[config.mk]
export PLATFORM = sky130hd
export DESIGN_NAME = tick_debouncer
export DESIGN_NICKNAME = d
export VERILOG_FILES = /design/src/rtl/tdb_pkg.sv /design/src/rtl/tdb_sync.sv /design/src/rtl/tdb_core.sv /design/src/rtl/tick_debouncer.sv
export SDC_FILE = /design/constraint.sdc
export NUM_CORES = 1
export LEC_CHECK = 0
export ABC_CLOCK_PERIOD_IN_PS = 1490
export BUFFER_PORTS_ARGS = -buffer_cell sky130_fd_sc_hd__buf_2
export CORE_AREA = 2 2 39 41
export DETAILED_ROUTE_END_ITERATION = 6
export DIE_AREA = 0 0 41 43
export PLACE_DENSITY = 0.49
export SYNTH_ARGS = -nofsm -noshare
export SYNTH_HDL_FRONTEND = slang
export SYNTH_HIERARCHICAL = 1
export SYNTH_SLANG_ARGS = --single-unit
[constraint.sdc]
create_clock -name clk -period 1.49 [get_ports clk]
set_clock_uncertainty 0.05 [all_clocks]
set_input_delay 0.298 -clock clk [delete_from_list [all_inputs] [get_ports clk]]
set_output_delay 0.298 -clock clk [all_outputs]
set_load 0.1 [all_outputs]
[src/rtl/tdb_pkg.sv]
package tdb_pkg;
  function automatic int unsigned max_u(input int unsigned a, input int unsigned b);
    return (a > b) ? a : b;
  endfunction
endpackage

[src/rtl/tdb_sync.sv]
module tdb_sync #(
  parameter int unsigned STAGES = 2
) (
  input  logic clk,
  input  logic rst_n,
  input  logic d,
  output logic q
);
  logic [STAGES-1:0] sh;
  always_ff @(posedge clk or negedge rst_n) begin
    if (!rst_n) sh <= '0;
    else        sh <= {sh[STAGES-2:0], d};
  end
  assign q = sh[STAGES-1];
endmodule

[src/rtl/tdb_core.sv]
module tdb_core #(
  parameter int unsigned RISE_TICKS = 2,
  parameter int unsigned FALL_TICKS = 2
) (
  input  logic clk,
  input  logic rst_n,
  input  logic tick,
  input  logic en,
  input  logic s_in,
  output logic stab,
  output logic commit_q
);
  localparam int unsigned MAXT  = tdb_pkg::max_u(RISE_TICKS, FALL_TICKS);
  localparam int unsigned CNT_W = $clog2(MAXT + 1);
  localparam logic [CNT_W-1:0] RISE_C = CNT_W'(RISE_TICKS);
  localparam logic [CNT_W-1:0] FALL_C = CNT_W'(FALL_TICKS);
  localparam logic [CNT_W-1:0] ONE_C  = CNT_W'(1);

  logic [CNT_W-1:0] cnt;
  logic [CNT_W-1:0] reload_now;
  logic [CNT_W-1:0] reload_new;

  // stable low: next change is a rise; stable high: next change is a fall
  assign reload_now = stab ? FALL_C : RISE_C;
  assign reload_new = s_in ? FALL_C : RISE_C;

  always_ff @(posedge clk or negedge rst_n) begin
    if (!rst_n) begin
      stab     <= 1'b0;
      cnt      <= RISE_C;
      commit_q <= 1'b0;
    end else begin
      commit_q <= 1'b0;
      if (!en) begin
        stab <= s_in;
        cnt  <= reload_new;
      end else if (tick) begin
        if (s_in == stab) begin
          cnt <= reload_now;
        end else if (cnt == ONE_C) begin
          stab     <= s_in;
          cnt      <= reload_new;
          commit_q <= 1'b1;
        end else begin
          cnt <= cnt - ONE_C;
        end
      end
    end
  end
endmodule

[src/rtl/tick_debouncer.sv]
module tick_debouncer #(
  parameter int unsigned RISE_TICKS  = 2,
  parameter int unsigned FALL_TICKS  = 2,
  parameter int unsigned SYNC_STAGES = 2
) (
  input  logic clk,
  input  logic rst_n,
  input  logic tick,
  input  logic pin_raw,
  input  logic dbn_en,
  input  logic act_low,
  input  logic both_edges,
  output logic level,
  output logic evt
);
  logic s_in;
  logic stab;
  logic commit_q;

  tdb_sync #(.STAGES(SYNC_STAGES)) u_sync (
    .clk(clk), .rst_n(rst_n), .d(pin_raw), .q(s_in)
  );

  tdb_core #(.RISE_TICKS(RISE_TICKS), .FALL_TICKS(FALL_TICKS)) u_core (
    .clk(clk), .rst_n(rst_n), .tick(tick), .en(dbn_en), .s_in(s_in),
    .stab(stab), .commit_q(commit_q)
  );

  // stab XOR act_low is 1 exactly when the new level is the active one
  assign level = (dbn_en ? stab : s_in) ^ act_low;
  assign evt   = commit_q & (both_edges | (stab ^ act_low));
endmodule

After elaboration in Yosys (flattened, before gate mapping). Cells that the tools add are included.

Logic and storage cells: 28. Output and inout port bits: 2. Bits of input ports: 7. Bits in registers: 6.

Reduce and logical (&&, ||, !) cells: 1. Multiplexer cells: 13. $add $sub $neg: 1. Bitwise gates (word level): 4. Equality and inequality tests: 5.

Operator list (number): two-way mux 1 bit (9); two-way mux 2 bit (4); != test 2 bit, second input constant (2); AND reduction 3 bit (1); equality test 2 x 1 -> 1 bit, second input constant (1); != test 2 x 1 -> 1 bit, second input constant (1); subtractor 2 x 1 -> 2 bit, second input constant (1); bitwise XOR 1 bit (2); AND 1 bit (1); equality test 1 bit (1); OR 1 bit (1).

Longest topological paths before layout. Gate-level depths: netlist of the first run.

Word-level depth: 5. Mapped depth: 2. Depth with buffers taken out: 2.

Hierarchy. The synthesis of the first run kept the hierarchy.

Modules (own cells, without submodules): tdb_core (times used 1, seq. area each 101.3 sq um, cells an instance 17, area each 197.7 sq um); tdb_sync (times used 1, seq. area each 50.0 sq um, cells an instance 2, area each 50.0 sq um); tick_debouncer (times used 1, seq. area each 0.0 sq um, cells an instance 4, area each 35.0 sq um).

Worst setup path before layout of the first run. OpenSTA, ideal clock, no wires.

Kind: flip-flop to output port. Start point: register u_core.stab. End point: output level. Stages on the path, launching flop included: 3. Data required time: 1142 ps. Path slack: -910 ps. Buffers on the path: 0. Data arrival time: 2052 ps. Cell sequence: dfrtp_1 -> mux2i_1 -> xnor2_1.

Word-level cells in the longest chain between the ends: 2.

Ends and longest elaborated chain: start: declaration (RTL line tdb_core.sv:10) `output logic stab,`; start signal: assignment (RTL line tdb_core.sv:35) `stab <= s_in;`; start signal: assignment (RTL line tdb_core.sv:41) `stab <= s_in;`; two-way mux 1 bit (RTL line tick_debouncer.sv:30) `assign level = (dbn_en ? stab : s_in) ^ act_low;`; bitwise XOR 1 bit (RTL line tick_debouncer.sv:30); end: declaration (RTL line tick_debouncer.sv:13) `output logic level,`.

Every way passes these cells.

Worst setup path after layout of the first run. Ends and elaborated chain as after synthesis.

==> summary.txt, run 1 <==
Floorplanning
  • Ports: 9
  • Die span in y: 43 µm
  • Initial Util: 0.2043
  • Core ar.: 1384 µm²
  • Die W: roughly 41 µm
  • Area of the die: ~1800 µm²
  • # rows: 14

GRT
  • First-pass GRT wire length: 931 µm
  • Largest net degree at the start of global routing: 8
  • Total global-route track usage: 0.08089
  • Met2 Usage GRT: 0.1219
  • Most Crowded Layer GR: met2
  • M3 GR Usage: 0.01571
  • Initial antenna violation count: 0
  • Total congestion overflow: 0
  • Met1 usage: 0.08553
  • Number of global-route vias before repair: about 240

Drt
  • Pre-antenna DRT Iters: 2
  • DRC Markers: 0
  • Iteration-0 DRC Markers: 1
  • Vias post-DR: 237
  • Number of routed nets with antenna violations: 0
  • Via-to-Cell Ratio: 4.158
  • Drt wl/cell: 9.719 µm
  • DRT Wirelength: 554 µm

Yosys
  • Synth unique cells: 16
  • Mapped Nets: 30
  • Syn avg cell area: 12.29 µm²
  • Synth top cells by count: dfrtp_1, nand3b_1, nand4b_1, xnor2_1
  • Synth Flop Type: dfrtp_1
  • Yosys warnings: 6
  • Register area share after synthesis: 0.5354
  • Synth top area cells: dfrtp_1, dfstp_2, nand4b_1
  • Mapped Area: 282.8 µm²
  • Synth Instances: 23
  • EDFF count, synth: 0
  • Area leader, netlist: dfrtp_1
  • Top-count cell post-synth: dfrtp_1
  • Synth top area share: 0.4425
  • Synth Register Bits: 6
  • Post-synth ARST share: 1.000

Clocking
  • Clock transition at path regs: 0.05 ns
  • Root Buffer Master: clkbuf_4
  • CTS sink cnt: 6
  • CTS max path bufs: 2
  • Worst skew pair latency: approximately 0.24 ns
  • TritonCTS clock tree: built
  • H-tree level count: 1
  • Post-CTS sizing: 0
  • Cts bufs inserted: 3

Critical path
  • Critical Path Start Type: register
  • Required @ worst endpoint: 1.14 ns
  • CP delay by family, top: flip-flops
  • Worst Path Arrival: 1.22 ns
  • Slowest stage delay, CP: slightly below 0.4 ns
  • Max FO, Critical Path: 3
  • Critical-path cell list: mux2i_1, buf_4, xnor2_4, buf_12
  • Setup crit end kind: output pin
  • Crit-path slowest cell: dfrtp_1
  • Crit path buffers/inverters: 2
  • Crit Path Category: register to output pin

Cells and area
  • Diode count: 0
  • # fillers: 145
  • Nets: 49
  • Share of layout cells above drive strength 1: 0.4634
  • Finished Cell Area: approximately 470 µm²
  • P&R area growth vs syn: 65.04%

Power
  • Comb pwr share: 0.270
  • Total power: 470.5 µW
  • Switching power: 131.1 µW
  • Clock network power share: 0.337
  • Leak Pwr: 0.0002133 µW
  • Peak supply drop: 0.3609 mV
  • Flop pwr share: 0.393
  • Sw Share: 0.2785
  • Pint: 339.5 µW
  • PD cells: 1008 nW/µm²

Timing
  • Relative slew slack: 0.8376
  • Final number of hold-violating endpoints: 0
  • Tightest Pin Transition: around 0.24 ns
  • Period minus WS final: between 1.5 and 2 ns
  • RSZ-0062 raised after global routing: true
  • Setup violations, final: 2
  • Max-slew violation count: 0
  • Fmax: between 600 and 700 MHz
  • Fin worst setup slack: -0.08225 ns
  • Period utilization: 1.055

Placement
  • Hpwl dp: 415.7 µm
  • Routability cong.: roughly 0.71
  • Port buffer count: 8
  • Placed Area: roughly 410 µm²

Status
  • Status: complete, but fails checks
  • Failing checks: setup timing

Min path
  • Worst min path class: input pin to register

Job
  • Number of max-cap violations: 0
## cells by family (layout without fill, tap and decap cells)
group / after synthesis / count (layout) / share of synthesized area
multiplexers: 1 / 1 / 0.03540
AND/OR/NAND/NOR: 8 / 8 / 0.2035
flip-flops: 6 / 6 / 0.5354
AO/OA/AOI/OAI: 4 / 4 / 0.1195
buffers and inverters: 1 / 19 / 0.01326
XOR/XNOR: 3 / 3 / 0.09294
## repair_timing
item / CTS / global route
setup buffers: 2 / 1
hold endpoints to repair: 5 / 0
hold buffers: 1 / 0
setup endpoints to repair: 2 / 2
pin swaps: 0 / 0
## layout by cell type, fill, tap and decap left out
cell	n
buf_2	6
dfrtp_1	5
clkbuf_4	3
xor2_1	1
nand3b_1	2
inv_1	1
buf_4	5
clkbuf_1	1
o21a_2	1
o32a_1	1
mux2i_1	1
nor2_1	1
a311o_1	1
and2b_1	1
xnor2_4	1
buf_12	2
dlygate4sd3_1	1
nand2_1	1
dfstp_2	1
and4b_1	1
o22ai_1	1
xnor2_1	1
nand4b_1	2
## final cells by class
cell class | instances | area [µm²] | share of cell area
flip-flops and latches | 6 | 151.4 | 0.3244
well taps | 16 | 20.02 | 0.04290
clock buffers | 4 | 26.28 | 0.05630
inverters | 1 | 3.754 | 0.008043
repair buffers | 14 | 117.6 | 0.2520
multi-input cells | 16 | 147.6 | 0.3164
## metal layers
metal | up-vias | part of all wire
li1 | 122 | -
met1 | 109 | 0.39
met2 | 6 | 0.53
met3 | 0 | 0.072
met4 | 0 | 0
met5 | - | 0
## flip-flops by register name (all words and copies together), names as in the netlist
signal,cells
u_core/cnt,2
u_core/commit_q,1
u_core/stab,1
u_sync/sh,2
## stage by stage
stage,TNS (ns),utilization,instances,hold WS (ns),setup slack (ns)
after floorplan,-0.01568,-,23,-0.04759,-0.01568
after global placement,0,0.2948,49,0.07257,0.1144
after detailed placement,0,0.2948,49,0.07397,0.1022
after CTS,-0.1553,0.3318,56,0.09784,-0.1072
after global routing,-0.2180,0.3373,57,0.1042,-0.1540
final,-0.1119,0.3373,57,0.1095,-0.08225
## final timing paths
kind                          startpoint             to  slack [ns]  cells past startpoint
min                              pin_raw   u_sync/sh[0]        0.11                      1
min in group asynchronous          rst_n   u_sync/sh[1]        0.35                      2
min reg2reg                 u_sync/sh[0]   u_sync/sh[1]        0.30                      0
max                          u_core/stab          level       -0.08                      4
max reg2reg                u_core/cnt[1]    u_core/stab        0.27                      2
max in group asynchronous          rst_n  u_core/cnt[1]        0.82                      2
## power by group through the flow
| stage | registers [µW] | logic, µW | clock network, µW |
|---|---|---|---|
| after global routing | 186 | 137 | 179 |
| after CTS | 185 | 124 | 170 |
| after floorplan | 186 | 68.6 | 0 |
| final | 185 | 127 | 159 |
| after global placement | 188 | 113 | 0 |
| after detailed placement | 189 | 115 | 0 |
Note: power is estimated with default switching activity, not from simulation.
==> run 2, diff against run 1 <==
--- a/config.mk
+++ b/config.mk
@@ -6,10 +6,10 @@
 export NUM_CORES = 1
 export LEC_CHECK = 0
-export ABC_CLOCK_PERIOD_IN_PS = 1490
+export ABC_CLOCK_PERIOD_IN_PS = 1300
 export BUFFER_PORTS_ARGS = -buffer_cell sky130_fd_sc_hd__buf_2
 export CORE_AREA = 2 2 39 41
 export DETAILED_ROUTE_END_ITERATION = 6
 export DIE_AREA = 0 0 41 43
-export PLACE_DENSITY = 0.49
+export PLACE_DENSITY = 0.5
 export SYNTH_ARGS = -nofsm -noshare
 export SYNTH_HDL_FRONTEND = slang
==> constraint.sdc (replaced) <==
create_clock -name clk -period 1.3 [get_ports clk]
set_clock_uncertainty 0.05 [all_clocks]
set_input_delay 0.26 -clock clk [delete_from_list [all_inputs] [get_ports clk]]
set_output_delay 0.26 -clock clk [all_outputs]
set_load 0.01 [all_outputs]
==> summary.txt, run 2 (same netlist as run 1, synthesis figures left out) <==
GRT
  • Total global-route track usage: 0.08577 (+0.004882)
  • Total congestion overflow: 0 (unchanged)
  • Largest net degree at the start of global routing: 8 (unchanged)
  • Initial antenna violation count: 0 (unchanged)
  • Number of global-route vias before repair: 243 (-0.41%)
  • First-pass GRT wire length: 924 µm (-0.75%)

Cells and area
  • # fillers: 149 (+2.8%)
  • Register area: 151.4 µm² (unchanged)
  • Nets: 47 (-4.1%)
  • Diode count: 0 (unchanged)
  • Commonest non-fill, non-tap cells in the layout: buf_2, dfrtp_1, clkbuf_4, buf_4
  • Multi-input logic area: 127.6 µm² (-14%)
  • Filler-free cell count of the finished design: 55 (-3.5%)
  • Most common cell after layout, fill and taps aside: buf_2
  • Leading registers by flop count: u_core/cnt x2, u_sync/sh x2
  • P&R area growth vs syn: 42.04%
  • Share of layout cells above drive strength 1: 0.3846 (-0.07880)

Timing
  • Hold_ws: 0.07007 ns (-0.03943 ns)
  • Setup violations, final: 2 (unchanged)
  • Fmax: 711.9 MHz
  • Relative slew slack: 0.8245 (-0.01315)
  • Period utilization: 1.080
  • Max-slew violation count: 0 (unchanged)
  • RSZ-0062 raised after global routing: true
  • Final number of hold-violating endpoints: 0 (unchanged)
  • Tightest Pin Transition: 0.2614 ns (+0.01958 ns)
  • Period minus WS final: around 1.4 ns
  • Fin worst setup slack: -0.1046 ns (-0.02235 ns)

Drt
  • Met1 wire length: 249 µm (+14%)
  • Number of routed nets with antenna violations: 0 (unchanged)
  • Pre-antenna DRT Iters: 4 (+2)
  • Drt wl/cell: 10.69 µm (+10%)
  • DRT Wirelength: 588 µm (+6.1%)
  • DR top layer: met3
  • Via-to-Cell Ratio: 4.273 (+2.8%)
  • WL met3: 53 µm (+33%)
  • Vias post-DR: 235 (-0.84%)
  • Met2 WL post-DR: 286 µm (-3.1%)
  • Iteration-0 DRC Markers: 5 (+4)
  • DRC Markers: 0 (unchanged)

Floorplanning
  • Die W: 41 µm (unchanged)
  • # rows: 14 (unchanged)
  • Core ar.: 1384 µm² (unchanged)
  • Die span in y: 43 µm (unchanged)
  • Area of the die: 1763 µm² (unchanged)
  • Ports: 9 (unchanged)
  • Initial Util: 0.2043 (unchanged)

Placement
  • Routability cong.: 0.7065 (-0.27%)
  • Port buffer count: 8 (unchanged)
  • Dpl cells: 48 (-2.0%)

Critical path
  • Setup crit end kind: output pin
  • FF-to-FF End: u_core/stab
  • Worst Path Arrival: 1.09 ns (-0.13 ns)
  • Crit Path Category: register to output pin
  • Slowest stage delay, CP: 0.40 ns (about the same)
  • Critical-path cell list: mux2i_1, xnor2_1, buf_2
  • Reg2Reg Launch Point: u_core/cnt[1]
  • Crit-path slowest cell: dfrtp_1
  • Flop-to-flop setup slack: 0.09 ns (-0.18 ns)
  • Max FO, Critical Path: 3 (unchanged)
  • Reg2Reg Depth: 2 (unchanged)
  • Critical Path Start Type: register
  • Required @ worst endpoint: 0.99 ns (-0.15 ns)

Clocking
  • CTS max path bufs: 2 (unchanged)
  • H-tree level count: 1 (unchanged)
  • Root Buffer Master: clkbuf_4
  • Post-CTS sizing: 0 (unchanged)
  • Worst skew pair latency: 0.25 ns (about the same)
  • Cts bufs inserted: 3 (unchanged)
  • TritonCTS clock tree: built
  • CTS sink cnt: 6 (unchanged)
  • Clock transition at path regs: 0.05 ns (about the same)

Power
  • Pint: 359.1 µW (+5.8%)
  • Peak supply drop: 0.3780 mV (+4.7%)
  • Clock network power share: 0.394 (+0.057)
  • Comb pwr share: 0.158 (-0.112)
  • PD cells: 1174 nW/µm² (+16%)
  • Sw Share: 0.2388 (-0.03973)
  • Switching power: 112.6 µW (-14%)
  • Flop pwr share: 0.448 (+0.055)
  • Leak Pwr: 0.0001873 µW (-12%)

Min path
  • Worst min path class: input pin to register
  • Worst hold stages: 1 (unchanged)
  • Startpoint of the worst hold path: pin_raw
  • Hold endpoint: u_sync/sh[0]

Status
  • Status: complete, but fails checks
  • Failing checks: setup timing

Job
  • Number of max-cap violations: 0 (unchanged)
[run 2: cell count changes in the layout (fill, tap and decap cells not counted)]
cell     previous run  this run
xnor2_4             1         0
o21a_1              0         1
o21a_2              1         0
buf_4               5         3
buf_12              2         0
xnor2_1             1         2
buf_2               6         8
[run 2: how the worst max path moves through the flow]
stage | start | endpoint | slack (ns) | cells past startpoint
4_1_cts | u_core/stab | level | -0.13 | 3
5_1_grt | u_core/stab | level | -0.18 | 3
3_3_place_gp | u_core/stab | evt | 0.12 | 3
2_1_floorplan | u_core/cnt[1] | u_core/stab | 0.13 | 2
6_report | u_core/stab | level | -0.10 | 3
3_5_place_dp | u_core/stab | level | 0.09 | 3
[run 2: worst max-delay path: cells and delay by family, from the launching register on]
kind	cells	cell delay, ns
DFF	1	0.40
xor gates and xnor gates	1	0.13
muxes	1	0.19
buffers and inverters	1	0.14
[run 2: area by class of cell]
class                      instances  share of cell area
tap                               16             0.04984
clock buffer                       4             0.06542
sequential                         6              0.3769
timing repair buffer              12              0.1807
inverter                           1            0.009346
multi-input combinational         16              0.3178
[run 2: what timing repair did]
| action | 4_1_cts | 5_1_grt |
|---|---|---|
| buffers inserted | 2 | 0 |
| hold buffers | 1 | 0 |
| pin swaps | 2 | 1 |
| setup endpoints to repair | 2 | 2 |
| hold endpoints to repair | 6 | 0 |
[run 2: power by group through the flow]
stage | combinational [µW] | sequential, µW | clock (µW)
after floorplan | 34.4 | 214 | 0
after global placement | 60.7 | 216 | 0
after detailed placement | 63.3 | 217 | 0
after CTS | 75.4 | 211 | 197
after global routing | 81.2 | 214 | 213
final | 74.5 | 211 | 186
[run 2: through the flow]
stage / area (µm²) / setup WS, ns / TNS [ns] / utilization / power [µW]
after detailed placement: 350.3 / 0.09306 / 0 / 0.2532 / 280.2
after floorplan: 282.8 / 0.1250 / 0 / - / 248.0
after global routing: 401.6 / -0.1835 / -0.3446 / 0.2902 / 508.2
after global placement: 350.3 / 0.1179 / 0 / 0.2532 / 276.5
final: 401.6 / -0.1046 / -0.1921 / 0.2902 / 471.7
after CTS: 401.6 / -0.1330 / -0.2400 / 0.2902 / 483.9
[run 2: layer usage]
metal	global-route usage	vias up
li1	-	118
met2	0.1063	9
met3	0.03141	0
met5	0	-
met4	0.1000	0
met1	0.09804	108
==> run 3, diff against run 2 <==
Settings changed: SETUP_SLACK_MARGIN from default to 0.05, SKIP_CTS_REPAIR_TIMING from default to 1.
==> summary.txt, run 3 (same netlist as run 1, synthesis figures left out) <==
Critical path
  • Required @ worst endpoint: 0.99 ns (about the same)
  • CP Launch Point: u_core/stab
  • Reg2Reg Launch Point: u_core/cnt[1]
  • Setup crit end kind: output pin
  • Worst Path Arrival: 1.12 ns (+0.03 ns)
  • Critical Path Start Type: register
  • Crit Path Category: register to output pin
  • Max FO, Critical Path: 4 (+1)

Cells and area
  • Nets: 47 (unchanged)
  • Leading registers by flop count: u_core/cnt x2, u_sync/sh x2
  • # fillers: 148 (-0.67%)
  • Most common cell after layout, fill and taps aside: buf_2
  • Filler-free cell count of the finished design: 55 (unchanged)
  • P&R area growth vs syn: 43.81%
  • Share of layout cells above drive strength 1: 0.4359 (+0.05128)
  • Finished Cell Area: 406.6 µm² (+1.2%)
  • Commonest non-fill, non-tap cells in the layout: buf_2, dfrtp_1, clkbuf_4, buf_4
  • Diode count: 0 (unchanged)

Power
  • PD cells: 1175 nW/µm² (about the same)
  • Leak Pwr: 0.0001846 µW (-1.5%)
  • Peak supply drop: 0.3932 mV (+4.0%)

GRT
  • Number of global-route vias before repair: 225 (-7.4%)
  • Initial antenna violation count: 0 (unchanged)
  • Total global-route track usage: 0.07871 (-0.007064)
  • Total congestion overflow: 0 (unchanged)
  • First-pass GRT wire length: 855 µm (-7.5%)
  • Largest net degree at the start of global routing: 8 (unchanged)

Timing
  • Hold_ws: 0.07003 ns (-0.00003450 ns)
  • Fmax: 697.4 MHz (-2.0%)
  • Relative slew slack: 0.8157 (-0.008739)
  • TNS Setup: -0.2522 ns (-0.06009 ns)
  • Fin worst setup slack: -0.1340 ns (-0.02938 ns)
  • RSZ-0062 raised after global routing: true
  • Max-slew violation count: 0 (unchanged)
  • Final number of hold-violating endpoints: 0 (unchanged)
  • Setup violations, final: 2 (unchanged)
  • Tightest Pin Transition: 0.2745 ns (+0.01302 ns)
  • Period minus WS final: 1.434 ns (+0.02938 ns)
  • Period utilization: 1.103 (+0.02260)

Floorplanning
  • Ports: 9 (unchanged)
  • Die W: 41 µm (unchanged)
  • # rows: 14 (unchanged)
  • Core ar.: 1384 µm² (unchanged)
  • Area of the die: 1763 µm² (unchanged)
  • Initial Util: 0.2043 (unchanged)
  • Die span in y: 43 µm (unchanged)

Clocking
  • Cts bufs inserted: 3 (unchanged)
  • Root Buffer Master: clkbuf_4
  • H-tree level count: 1 (unchanged)
  • TritonCTS clock tree: built
  • CTS sink cnt: 6 (unchanged)
  • Clock transition at path regs: 0.05 ns (about the same)
  • Worst skew pair latency: 0.25 ns (about the same)
  • CTS max path bufs: 2 (unchanged)

Drt
  • Iteration-0 DRC Markers: 4 (-1)
  • Pre-antenna DRT Iters: 4 (unchanged)
  • DRC Markers: 0 (unchanged)
  • DRT Wirelength: 628 µm (+6.8%)
  • Via-to-Cell Ratio: 4.382 (+2.6%)
  • Vias post-DR: 241 (+2.6%)
  • Number of routed nets with antenna violations: 0 (unchanged)
  • Drt wl/cell: 11.42 µm (+6.8%)

Status
  • Status: complete, but fails checks
  • Failing checks: setup timing

Placement
  • Routability cong.: 0.7065 (unchanged)
  • Port buffer count: 8 (unchanged)
  • Place WS: 0.09306 ns (unchanged)
  • Dpl cells: 48 (unchanged)
  • Placed Area: 350.3 µm² (unchanged)

Min path
  • Startpoint of the worst hold path: pin_raw
  • Worst min path class: input pin to register

Job
  • Number of max-cap violations: 0 (unchanged)
run 3: worst paths after layout:
path	to	slack [ns]	depth (start not counted)
setup / recovery	level	-0.13	3
hold / removal	u_sync/sh[0]	0.07	1
setup reg to reg	u_core/stab	0.08	2
hold reg to reg	u_sync/sh[1]	0.30	0
max in group asynchronous	u_core/cnt[1]	0.64	2
min in group asynchronous	u_sync/sh[1]	0.33	2
run 3: cell type report:
cell class	count	area [µm²]	share of cell area
clock buffers	4	26.28	0.06462
well taps	16	20.02	0.04923
flip-flops and latches	6	152.6	0.3754
repair buffers	12	72.57	0.1785
inverters	1	3.754	0.009231
multi-input cells	16	131.4	0.3231
run 3: per-stage QoR:
step,power (µW),utilization
finish,477.6,0.2939
global route,511.3,0.2939
CTS,474.9,0.2722
detailed placement,280.2,0.2532
global placement,276.5,0.2532
floorplan,248.0,-
run 3: critical path: stages (launching register included):
cell and delay, ns:
dfrtp_2 0.43, mux2i_2 0.18, xnor2_1 0.13, buf_2 0.14
run 3: layer usage:
layer  track usage  up-vias  part of all wire
met5             0        -                 0
met4       0.08000        0                 0
met3       0.03141        0              0.10
met2        0.1000        9              0.48
met1       0.09150      115              0.42
li1              -      117                 -
run 3: power by group:
group | internal, µW | switching, µW
clock | 116 | 70.6
combinational | 42.7 | 33.0
sequential | 202 | 12.8
total | 361 | 116
